===== config.mk =====
export PLATFORM = sky130hd
export DESIGN_NAME = irqf_unit
export DESIGN_NICKNAME = d
export VERILOG_FILES = /design/src/rtl/irqf_pkg.sv /design/src/rtl/irqf_rst_sync.sv /design/src/rtl/irqf_sense.sv /design/src/rtl/irqf_flag_cell.sv /design/src/rtl/irqf_unit.sv
export SDC_FILE = /design/constraint.sdc
export NUM_CORES = 1
export LEC_CHECK = 0
export BUFFER_PORTS_ARGS = -buffer_cell sky130_fd_sc_hd__buf_2
export CAP_MARGIN = 20
export CORE_MARGIN = 2
export CORE_UTILIZATION = 45
export CTS_CLUSTER_SIZE = 20
export DETAILED_ROUTE_END_ITERATION = 8
export MAX_ROUTING_LAYER = met4
export PLACE_DENSITY = 0.81
export SYNTH_ARGS = -nofsm -noshare
export SYNTH_HDL_FRONTEND = slang
export SYNTH_HIERARCHICAL = 1
export SYNTH_SLANG_ARGS = --single-unit

===== constraint.sdc =====
create_clock -name clk -period 2 [get_ports clk]
set_input_delay 0.1 -clock clk [delete_from_list [all_inputs] [get_ports clk]]
set_output_delay 0.1 -clock clk [all_outputs]
set_load 0.05 [all_outputs]

===== src/rtl/irqf_pkg.sv =====
package irqf_pkg;
  typedef enum logic [1:0] {
    SENSE_LOW  = 2'b00,
    SENSE_FALL = 2'b01,
    SENSE_RISE = 2'b10,
    SENSE_BOTH = 2'b11
  } sense_e;
endpackage


===== src/rtl/irqf_rst_sync.sv =====
module irqf_rst_sync #(
  parameter int STAGES = 2
) (
  input  logic clk,
  input  logic rst_n_i,
  output logic rst_n_o
);
  logic [STAGES-1:0] chain_q;
  logic [STAGES-1:0] chain_d;

  always_comb begin
    chain_d = {chain_q[STAGES-2:0], 1'b1};
  end

  always_ff @(posedge clk or negedge rst_n_i) begin
    if (!rst_n_i) chain_q <= '0;
    else          chain_q <= chain_d;
  end

  assign rst_n_o = chain_q[STAGES-1];
endmodule


===== src/rtl/irqf_sense.sv =====
module irqf_sense
  import irqf_pkg::*;
#(
  parameter int NUM_IRQ = 16
) (
  input  logic                 clk,
  input  logic                 rst_n,
  input  logic [NUM_IRQ-1:0]   pin_i,
  input  logic [2*NUM_IRQ-1:0] mode_i,
  output logic [NUM_IRQ-1:0]   hit_o
);
  logic [NUM_IRQ-1:0] prev_q;
  logic [NUM_IRQ-1:0] prev_d;

  always_comb prev_d = pin_i;

  always_ff @(posedge clk or negedge rst_n) begin
    if (!rst_n) prev_q <= '1;
    else        prev_q <= prev_d;
  end

  for (genvar n = 0; n < NUM_IRQ; n++) begin : g_pin
    sense_e mode;
    assign mode = sense_e'(mode_i[2*n +: 2]);
    always_comb begin
      unique case (mode)
        SENSE_LOW:  hit_o[n] = ~pin_i[n];
        SENSE_FALL: hit_o[n] = prev_q[n] & ~pin_i[n];
        SENSE_RISE: hit_o[n] = ~prev_q[n] & pin_i[n];
        default:    hit_o[n] = prev_q[n] ^ pin_i[n];
      endcase
    end


    rise_ignores_fall_chk: assert property (@(posedge clk) disable iff (!rst_n)
      (mode == SENSE_RISE && !pin_i[n]) |-> !hit_o[n]);
  end
endmodule


===== src/rtl/irqf_flag_cell.sv =====
module irqf_flag_cell (
  input  logic clk,
  input  logic rst_n,
  input  logic set_i,
  input  logic hw_clr_i,
  input  logic rd_hit_i,
  input  logic wr_hit_i,
  input  logic wbit_i,
  output logic flag_o
);
  logic flag_q, flag_d;
  logic seen_q, seen_d;
  logic sw_clr;

  always_comb begin
    sw_clr = wr_hit_i & ~wbit_i & seen_q;
    flag_d = set_i | (flag_q & ~hw_clr_i & ~sw_clr);
    seen_d = ((rd_hit_i & flag_q) | (seen_q & ~wr_hit_i)) & flag_d;
  end

  always_ff @(posedge clk or negedge rst_n) begin
    if (!rst_n) begin
      flag_q <= 1'b0;
      seen_q <= 1'b0;
    end else begin
      flag_q <= flag_d;
      seen_q <= seen_d;
    end
  end

  assign flag_o = flag_q;


  set_wins_chk: assert property (@(posedge clk) disable iff (!rst_n)
    set_i |=> flag_o);

  no_write_set_chk: assert property (@(posedge clk) disable iff (!rst_n)
    (!set_i && !flag_o) |=> !flag_o);

  guarded_clear_chk: assert property (@(posedge clk) disable iff (!rst_n)
    (flag_o && !set_i && !hw_clr_i && !seen_q) |=> flag_o);

  ack_clear_chk: assert property (@(posedge clk) disable iff (!rst_n)
    (hw_clr_i && !set_i) |=> !flag_o);
endmodule


===== src/rtl/irqf_unit.sv =====
module irqf_unit
  import irqf_pkg::*;
#(
  parameter int NUM_IRQ = 16,
  parameter int BYTE_W  = 8,
  localparam int NUM_BYTES = NUM_IRQ / BYTE_W,
  localparam int ADDR_W    = (NUM_BYTES > 1) ? $clog2(NUM_BYTES) : 1,
  localparam int ACK_W     = $clog2(NUM_IRQ)
) (
  input  logic                 clk,
  input  logic                 rst_n,
  input  logic [NUM_IRQ-1:0]   irq_pin,
  input  logic [2*NUM_IRQ-1:0] sense_cfg,
  input  logic [ADDR_W-1:0]    bus_addr,
  input  logic                 bus_rd,
  input  logic                 bus_wr,
  input  logic [BYTE_W-1:0]    bus_wdata,
  output logic [BYTE_W-1:0]    bus_rdata,
  input  logic                 ack_valid,
  input  logic [ACK_W-1:0]     ack_num,
  output logic [NUM_IRQ-1:0]   pending
);
  logic               rst_sync_n;
  logic [NUM_IRQ-1:0] set_hit;
  logic [NUM_IRQ-1:0] flags;

  irqf_rst_sync #(.STAGES(2)) u_rst (
    .clk     (clk),
    .rst_n_i (rst_n),
    .rst_n_o (rst_sync_n)
  );

  irqf_sense #(.NUM_IRQ(NUM_IRQ)) u_sense (
    .clk    (clk),
    .rst_n  (rst_sync_n),
    .pin_i  (irq_pin),
    .mode_i (sense_cfg),
    .hit_o  (set_hit)
  );

  for (genvar n = 0; n < NUM_IRQ; n++) begin : g_flag
    logic sel_byte, ack_hit, hw_clr;
    always_comb begin
      sel_byte = (bus_addr == ADDR_W'(n / BYTE_W));
      ack_hit  = ack_valid && (ack_num == ACK_W'(n));
      hw_clr   = ack_hit &&
                 ((sense_e'(sense_cfg[2*n +: 2]) != SENSE_LOW) || irq_pin[n]);
    end

    irqf_flag_cell u_cell (
      .clk      (clk),
      .rst_n    (rst_sync_n),
      .set_i    (set_hit[n]),
      .hw_clr_i (hw_clr),
      .rd_hit_i (bus_rd & sel_byte),
      .wr_hit_i (bus_wr & sel_byte),
      .wbit_i   (bus_wdata[n % BYTE_W]),
      .flag_o   (flags[n])
    );


    level_hold_chk: assert property (@(posedge clk) disable iff (!rst_sync_n)
      (ack_hit && sense_e'(sense_cfg[2*n +: 2]) == SENSE_LOW && !irq_pin[n])
        |=> flags[n]);
  end

  always_comb begin
    bus_rdata = '0;
    for (int b = 0; b < NUM_BYTES; b++) begin
      if (bus_addr == ADDR_W'(b)) bus_rdata = flags[b*BYTE_W +: BYTE_W];
    end
  end

  assign pending = flags;


  byte_map_chk: assert property (@(posedge clk) disable iff (!rst_sync_n)
    (bus_addr == '0) |-> (bus_rdata == pending[BYTE_W-1:0]));

  reset_clear_chk: assert property (@(posedge clk)
    !rst_sync_n |-> (pending == '0));
endmodule


==> results of run 1 <==
[worst max-delay path, stage by stage]
cell and delay, ns:
dlygate4sd3_1 0.54, buf_2 0.14, inv_1 0.07, ha_1 0.27, inv_1 0.04, mux4_2 0.47, a31o_1 0.22, nor2b_4 0.12
[state kept, by name (all words and copies together), names as in the netlist]
| name | flops |
|---|---|
| g_flag.u_cell/seen_q | 16 |
| u_rst/chain_q | 2 |
| u_sense/prev_q | 16 |
| g_flag.u_cell/flag_o | 16 |
[placed cells by master (no fill, tap or decap), types with 17 or more instances in the layout]
cell type       n
ha_1           32
dfrtp_1        33
dlygate4sd3_1  17
inv_1          80
nor3_1         25
buf_2          89
nand3b_1       18
[synthesized netlist by cell type]
cell	instances	share of area
buf_2	1	0.0015
mux2_2	8	0.027
mux4_2	16	0.11
a22oi_1	16	0.036
dfstp_2	16	0.13
nor3_2	3	0.0091
nor3_1	25	0.038
a31o_1	16	0.042
ha_1	32	0.12
nor4_1	3	0.0057
nor4_4	1	0.0064
and2_1	2	0.0038
conb_1	1	0.0011
nand3_1	1	0.0015
inv_1	80	0.091
nand2b_1	2	0.0038
or3b_4	1	0.0034
nor2b_1	2	0.0038
nor2b_4	16	0.067
nand3b_1	18	0.041
nand2_1	1	0.0011
dfrtp_1	34	0.26
[cell type report]
type,instances,area [µm²],area share
timing repair buffer,111,666,0.159
sequential,50,1270,0.304
multi-input combinational,164,1720,0.412
inverter,80,300,0.0718
clock buffer,6,82.6,0.0198
tap,99,124,0.0296
clock inverter,2,12.5,0.00299
[per-stage QoR]
| stage | instance area (µm²) | instances | worst slack [ns] | power [mW] |
|---|---|---|---|---|
| floorplan | 3300 | 295 | 0.429 | 1.89 |
| global placement | 3920 | 487 | 0.376 | 2.12 |
| detailed placement | 3920 | 487 | 0.316 | 2.17 |
| CTS | 4180 | 512 | 0.268 | 2.83 |
| global route | 4180 | 512 | 0.202 | 2.96 |
| finish | 4180 | 512 | 0.236 | 2.79 |
[timing repair]
item	CTS	global route
endpoints found under the hold margin	18	0
gates resized for setup	0	0
hold buffers	17	0
endpoints found under the setup margin	0	0
[cell families after synthesis]
| logic type | share of synthesized area |
|---|---|
| AO/OA/AOI/OAI | 0.0789 |
| other | 0.00114 |
| multiplexers | 0.137 |
| AND/OR/NAND/NOR | 0.184 |
| buffers and inverters | 0.0925 |
| adder cells (fa/ha/maj) | 0.121 |
| flip-flops | 0.385 |
[per-layer routing]
metal,share of wire,up-vias
li1,-,1241
met1,0.43,1302
met2,0.51,60
met3,0.035,11
met4,0.019,0
met5,0,-
[final timing paths]
kind                                    start                  endpoint  slack, ns
max                                irq_pin[8]   g_flag[8].u_cell/seen_q       0.24
max reg2reg                u_sense/prev_q[13]  g_flag[13].u_cell/seen_q       0.31
min reg2reg                  u_rst/chain_q[1]   g_flag[6].u_cell/flag_o       0.28
min in group clk                 bus_wdata[3]   g_flag[3].u_cell/flag_o       0.15
min                                     rst_n          u_rst/chain_q[1]       0.09
max in group asynchronous    u_rst/chain_q[1]         u_sense/prev_q[7]       1.10
[report_power, final]
| part | switching (mW) | leakage [nW] | internal (mW) | total [mW] |
|---|---|---|---|---|
| Sequential | 0.105 | 0.537 | 1.16 | 1.26 |
| Combinational | 0.515 | 1.42 | 0.392 | 0.908 |
| Clock | 0.345 | 0.0472 | 0.279 | 0.624 |
==> impl_metrics.json, run 1 <==
{
  "powerDensity_mw_per_mm2": 668,
  "power.static_leakage_nw": 2.00,
  "slew_headroom": 0.610,
  "syn2layout_area_growth_pct": 26.7,
  "coreArea_mm2": 0.00718,
  "cts_max_level": 2,
  "rr_worst_depth": 5,
  "grt_use_met3": 0.0420,
  "grtUsageTotal": 0.215,
  "cts_setup_buffers": 0,
  "viasPerCell": 5.11,
  "ys_seq_area_frac": 0.385,
  "grt_pass1_wl_mm": 12.6,
  "dr.pass1.iters": 4,
  "numClockSinks": 50,
  "wl_per_cell_um": 15.3,
  "dp_hpwl_mm": 6.07,
  "final_core_util": 0.583,
  "initial_core_util": 0.460,
  "ios": 90,
  "period_needed_ns": 1.76,
  "crit_arrival_ns": 1.96,
  "path_max_fanout": 4,
  "met1_usage": 0.257,
  "tightest_slew_ns": 0.585,
  "die_x_um": 89.6,
  "rsz0062_at_grt": "false",
  "fin_crit_sh": 0.882,
  "crit_path_start_kind": "primary input",
  "synth_cell_types": 22,
  "grt_use_met2": 0.372,
  "grt_pass1_vias": 2721,
  "cts_tree": "done",
  "syn-instance-count": 295,
  "peakVddDrop_v": 0.000470,
  "cp.required_ns": 2.20,
  "drive_gt1_frac": 0.397,
  "drt_iter0_drc": 90,
  "clk_pin_slew_ns": 0.09,
  "insertion_delay_ns": 0.31,
  "grt_busiest_layer": "met2",
  "numCtsBuffers": 5,
  "clockBufferDepth": 2,
  "grt_max_degree": 26,
  "hold_slack_ns": 0.0921,
  "rows": 31,
  "slew_violations": 0,
  "syn_area_per_cell_um2": 11.2,
  "die_y_um": 89.6,
  "fill_cells": 608,
  "grt_overflow": 0,
  "io_buffers": 89,
  "syn-num-nets": 393,
  "max-cap-violations": 0,
  "tns_ns": 0,
  "synth-seq-cells": 50,
  "setup-violations-final": 0,
  "gp_congestion": 0.782,
  "antenna_cells": 0,
  "worstSetupEndpointType": "flop",
  "nets": 510,
  "antenna_left": 0,
  "hold_violations": 0,
  "syn_area_mm2": 0.00330,
  "hold_class": "in2async",
  "skew_ns": 0.00713,
  "totalWireLength_mm": 7.82,
  "root_buffer": "clkbuf_8",
  "num_vias": 2614,
  "timing_worst_setup_path_type": "in2reg",
  "status": "finished, final reports clean",
  "fp.dieArea_mm2": 0.00803,
  "yosysWarnings": 6,
  "antenna_found_initial": 0,
  "remaining_drc_errors": 0,
  "max_freq_mhz": 567
}
(Power assumes the default switching activity.)
==> run 2, diff against run 1 <==
--- a/config.mk
+++ b/config.mk
@@ -7,9 +7,10 @@
 export LEC_CHECK = 0
 export BUFFER_PORTS_ARGS = -buffer_cell sky130_fd_sc_hd__buf_2
 export CAP_MARGIN = 20
+export CORE_ASPECT_RATIO = 2
 export CORE_MARGIN = 2
 export CORE_UTILIZATION = 45
-export CTS_CLUSTER_SIZE = 20
+export CTS_CLUSTER_SIZE = 12
 export DETAILED_ROUTE_END_ITERATION = 8
 export MAX_ROUTING_LAYER = met4
 export PLACE_DENSITY = 0.81
==> run 2 against run 1 <==
Flip-flop and latch count unchanged. Clock power up 51%. First-iteration DRC count down 29%. Setup slack worse by 0.030 ns. Highest routed layer unchanged. Clock skew down 0.0025 ns. Largest power group unchanged. Sequential share of layout area down 0.44 points. Utilization up 1.0 points. Cell count down 1.4%. Combinational power up 0.4%. Sequential power about the same. Critical path type unchanged. Die area up 0.52%. Final area up 1.5%.
==> impl_metrics.json, run 2 (synthesis results as in run 1) <==
{
  "die_y_um": 125,
  "rrSetupSlack_ns": 0.33,
  "fin_crit_sh": 0.897,
  "cp.required_ns": 2.17,
  "ios": 90,
  "crit_slowest_cell": "dlygate4sd3_1",
  "coreArea_mm2": 0.00716,
  "max-cap-violations": 0,
  "rsz0062_at_grt": "false",
  "slew_violations": 0,
  "rows": 44,
  "grt_pass1_wl_mm": 12.5,
  "final_cells": 505,
  "slew_headroom": 0.502,
  "insertion_delay_ns": 0.29,
  "nets": 510,
  "drt_iter0_drc": 64,
  "remaining_drc_errors": 0,
  "initial_core_util": 0.461,
  "crit_path_frequent_cell": "inv_1",
  "fill_cells": 613,
  "cp_top_family": "buffers and inverters",
  "wl_per_cell_um": 14.9,
  "hold_class": "in2async",
  "clockBufferDepth": 2,
  "io_buffers": 89,
  "drive_gt1_frac": 0.397,
  "root_buffer": "clkbuf_16",
  "gp_congestion": 0.773,
  "numClockSinks": 50,
  "antenna_left": 0,
  "cts_tree": "done",
  "grt_overflow": 0,
  "syn2layout_area_growth_pct": 28.6,
  "period_needed_ns": 1.79,
  "hold_violations": 0,
  "grt_pass1_vias": 2711,
  "timing_worst_setup_path_type": "in2reg",
  "antenna_found_initial": 0,
  "multi_input_area_mm2": 0.00172,
  "clk_pin_slew_ns": 0.06,
  "grtUsageTotal": 0.202,
  "dr.pass1.iters": 4,
  "dp_hpwl_mm": 5.95,
  "cts_resized": 0,
  "final_cell_mix": "buf_2, inv_1, dfrtp_1",
  "regArea_mm2": 0.00127,
  "powerDensity_mw_per_mm2": 734,
  "fin_total_pwr_mw": 3.11,
  "final_common_cell": "buf_2",
  "cts_max_level": 2,
  "numCtsBuffers": 5,
  "worstSetupEndpointType": "flop",
  "peakVddDrop_v": 0.000570,
  "place_inst": 480,
  "num_vias": 2575,
  "viasPerCell": 5.10,
  "die_x_um": 64.5,
  "crit_arrival_ns": 1.96,
  "max_freq_mhz": 557,
  "path_buf_inv": 4,
  "antenna_cells": 0,
  "grt_max_degree": 43,
  "worstPathCellList": "dlygate4sd3_1 > buf_2 > inv_1 > ha_1 > inv_1 > mux4_2 > a31o_1 > nor2b_4",
  "fp.dieArea_mm2": 0.00807,
  "status": "finished, final reports clean",
  "crit_path_start_kind": "primary input",
  "power.static_leakage_nw": 2.04,
  "skew_ns": 0.00465,
  "tns_ns": 0,
  "path_max_fanout": 4,
  "setup-violations-final": 0,
  "critPathMaxStageDelay_ns": 0.53,
  "totalWireLength_mm": 7.52,
  "tightest_slew_ns": 0.745
}
## run 2: cell count changes in the layout (fill, tap and decap cells not counted), sizes merged
cell      previous run  this run
clkinv               1         2
bufinv               0         1
clkinvlp             1         0
clkbuf               6         5
## run 2: cell type report
cell class                 instances  share of cell area
clock buffer                       5              0.0295
clock inverter                     3             0.00944
inverter                          80              0.0708
multi-input combinational        164               0.406
sequential                        50               0.300
tap                               92              0.0271
timing repair buffer             111               0.157
## run 2: stage by stage
step	instance area, µm²	setup slack, ns	hold WS, ns	util
floorplan	3300	0.429	-0.196	-
global placement	3910	0.377	-0.114	0.546
detailed placement	3910	0.351	-0.113	0.546
CTS	4240	0.226	0.115	0.593
global route	4240	0.150	0.131	0.593
finish	4240	0.206	0.120	0.593
## run 2: worst reg2reg max path: cells and delay by family (launching register included)
family,cells,cell delay (ns)
flip-flops,1,0.53
multiplexers,1,0.47
AO/OA/AOI/OAI,1,0.23
adder cells (fa/ha/maj),1,0.16
AND/OR/NAND/NOR,1,0.13
buffers and inverters,1,0.04
## run 2: metal layers
| layer | wire length, µm | global-route usage | vias up |
|---|---|---|---|
| li1 | - | - | 1244 |
| met1 | 3090 | 0.244 | 1230 |
| met2 | 3950 | 0.357 | 93 |
| met3 | 384 | 0.0234 | 8 |
| met4 | 89 | 0.0463 | 0 |
| met5 | 0 | - | - |
## run 2: worst paths after layout
| check | startpoint | cells after the start | endpoint |
|---|---|---|---|
| max | irq_pin[7] | 8 | g_flag[7].u_cell/seen_q |
| min | rst_n | 2 | u_rst/chain_q[1] |
| max reg2reg | u_sense/prev_q[7] | 5 | g_flag[7].u_cell/seen_q |
| min reg2reg | u_rst/chain_q[1] | 0 | u_sense/prev_q[12] |
| max in group asynchronous | u_rst/chain_q[1] | 1 | u_sense/prev_q[13] |
| min in group clk | bus_wdata[2] | 3 | g_flag[10].u_cell/flag_o |
## run 2: power breakdown
| group | switching, mW | internal [mW] | total [mW] |
|---|---|---|---|
| Clock | 0.359 | 0.585 | 0.945 |
| Combinational | 0.520 | 0.393 | 0.912 |
| Sequential | 0.0983 | 1.16 | 1.26 |
## run 2: repair_timing
action | 4_1_cts | 5_1_grt
hold endpoints to repair | 18 | 0
hold buffers | 17 | 0
buffers inserted | 0 | 0
==> run 3, diff against run 2 <==
--- a/config.mk
+++ b/config.mk
@@ -8,7 +8,6 @@
 export BUFFER_PORTS_ARGS = -buffer_cell sky130_fd_sc_hd__buf_2
 export CAP_MARGIN = 20
 export CORE_ASPECT_RATIO = 2
-export CORE_MARGIN = 2
 export CORE_UTILIZATION = 45
 export CTS_CLUSTER_SIZE = 12
 export DETAILED_ROUTE_END_ITERATION = 8
==> run 3 against run 2 <==
Utilization increased by 0.97 points. Clock power down 12%. Clock-buffer cell count up 1. Global-route usage is 2.1 points higher. Final area decreased by 0.68%. First-iteration DRC count is 20% lower. Setup slack better by 0.024 ns. Maximum frequency increased by 1.4%. Wire length grew 3.2%. Sequential power is essentially flat. Non-clock buffer count unchanged.
==> impl_metrics.json, run 3 (synthesis results as in run 1) <==
{
  "grt_use_met3": 0.0378,
  "final_cell_mix": "buf_2, inv_1, dfrtp_1",
  "viasPerCell": 5.17,
  "drt_iter0_drc": 51,
  "path_max_fanout": 4,
  "fill_cells": 612,
  "grtUsageTotal": 0.223,
  "fp.dieArea_mm2": 0.00770,
  "antenna_found_initial": 0,
  "cp.required_ns": 2.17,
  "powerDensity_mw_per_mm2": 712,
  "worstPathCellList": "dlygate4sd3_1 > buf_2 > inv_1 > ha_1 > inv_1 > mux4_2 > a31o_1 > nor2b_4",
  "rsz0062_at_grt": "false",
  "die_y_um": 123,
  "finalWorstSetupSlack_ns": 0.230,
  "period_needed_ns": 1.77,
  "final_core_util": 0.602,
  "ios": 90,
  "root_buffer": "clkbuf_16",
  "num_vias": 2600,
  "setup-violations-final": 0,
  "die_x_um": 62.5,
  "totalWireLength_mm": 7.76,
  "tns_ns": 0,
  "insertion_delay_ns": 0.30,
  "hold_slack_ns": 0.119,
  "status": "finished, final reports clean",
  "dp_hpwl_mm": 6.08,
  "grt_pass1_wl_mm": 12.7,
  "fin_crit_sh": 0.885,
  "critPathMaxStageDelay_ns": 0.53,
  "remaining_drc_errors": 0,
  "cts_setup_buffers": 0,
  "hold_class": "in2async",
  "grt_max_degree": 29,
  "crit_arrival_ns": 1.94,
  "initial_core_util": 0.472,
  "cts_max_level": 2,
  "met1_usage": 0.227,
  "peakVddDrop_v": 0.000555,
  "antenna_cells": 0,
  "grt_use_met2": 0.401,
  "wl_per_cell_um": 15.4,
  "hold_violations": 0,
  "max-cap-violations": 0,
  "tightest_slew_ns": 0.735,
  "grt_overflow": 0,
  "coreArea_mm2": 0.00699,
  "numCtsBuffers": 5,
  "numClockSinks": 50,
  "rows": 43,
  "nets": 510,
  "drive_gt1_frac": 0.395,
  "slew_violations": 0,
  "io_buffers": 89,
  "dr.pass1.iters": 4,
  "final_common_cell": "buf_2",
  "gp_congestion": 0.821,
  "crit_path_start_kind": "primary input",
  "crit_slowest_cell": "dlygate4sd3_1",
  "slew_headroom": 0.509,
  "fin_total_pwr_mw": 3.00,
  "syn2layout_area_growth_pct": 27.7,
  "grt_busiest_layer": "met2",
  "pre_cts_ws_ns": 0.345,
  "skew_ns": 0.00956,
  "max_freq_mhz": 565,
  "antenna_left": 0,
  "power.static_leakage_nw": 2.03,
  "clockBufferDepth": 2,
  "timing_worst_setup_path_type": "in2reg",
  "grt_pass1_vias": 2791,
  "worstSetupEndpointType": "flop",
  "clk_pin_slew_ns": 0.07,
  "crit_path_frequent_cell": "inv_1",
  "cts_tree": "done"
}
==> run 3: cell types whose count changed in the layout (fill, tap and decap cells not counted) <==
cell       change
bufinv_16      -1
clkbuf_1       +1
==> run 3: worst max-delay path, delay by kind of cell <==
family          cells  cell delay (ns)
compound gates      1             0.21
mux                 1             0.45
simple gates        1             0.12
fa+ha+maj           1             0.28
buf+inv             4             0.78
==> run 3: timing repair <==
action	4_1_cts	5_1_grt
hold buffers	17	0
endpoints found under the hold margin	18	0
gates resized for setup	0	0
==> run 3: where the power goes <==
part / internal, mW / switching (mW) / total, mW
clock: 0.460 / 0.367 / 0.827
sequential: 1.16 / 0.106 / 1.26
combinational: 0.392 / 0.518 / 0.910
total: 2.01 / 0.990 / 3.00
==> run 3: per-stage QoR <==
step                std cells  cell area [µm²]
finish                    503             4210
CTS                       503             4210
floorplan                 295             3300
global placement          478             3900
global route              503             4210
detailed placement        478             3900
==> run 3: path summary, 6_finish.rpt <==
check / startpoint / end / slack [ns] / depth (start not counted)
min in group clk: bus_wdata[6] / g_flag[6].u_cell/flag_o / 0.19 / 3
max: irq_pin[1] / g_flag[1].u_cell/seen_q / 0.23 / 8
max in group asynchronous: u_rst/chain_q[1] / u_sense/prev_q[3] / 1.15 / 1
min reg2reg: u_rst/chain_q[1] / g_flag[14].u_cell/flag_o / 0.24 / 0
min: rst_n / u_rst/chain_q[0] / 0.12 / 2
max reg2reg: u_sense/prev_q[12] / g_flag[12].u_cell/seen_q / 0.34 / 5
==> run 3: metal layers <==
layer	part of all wire	vias up
li1	-	1240
met1	0.37	1266
met2	0.55	74
met3	0.037	20
met4	0.039	0
met5	0	-
==> run 3: layout make-up <==
cell class / instances / area (µm²) / area share
clock inverters: 2 / 10.0 / 0.00238
repair buffers: 111 / 666 / 0.158
multi-input cells: 164 / 1720 / 0.409
clock buffers: 6 / 129 / 0.0306
inverters: 80 / 300 / 0.0713
flip-flops and latches: 50 / 1270 / 0.302
well taps: 90 / 113 / 0.0267
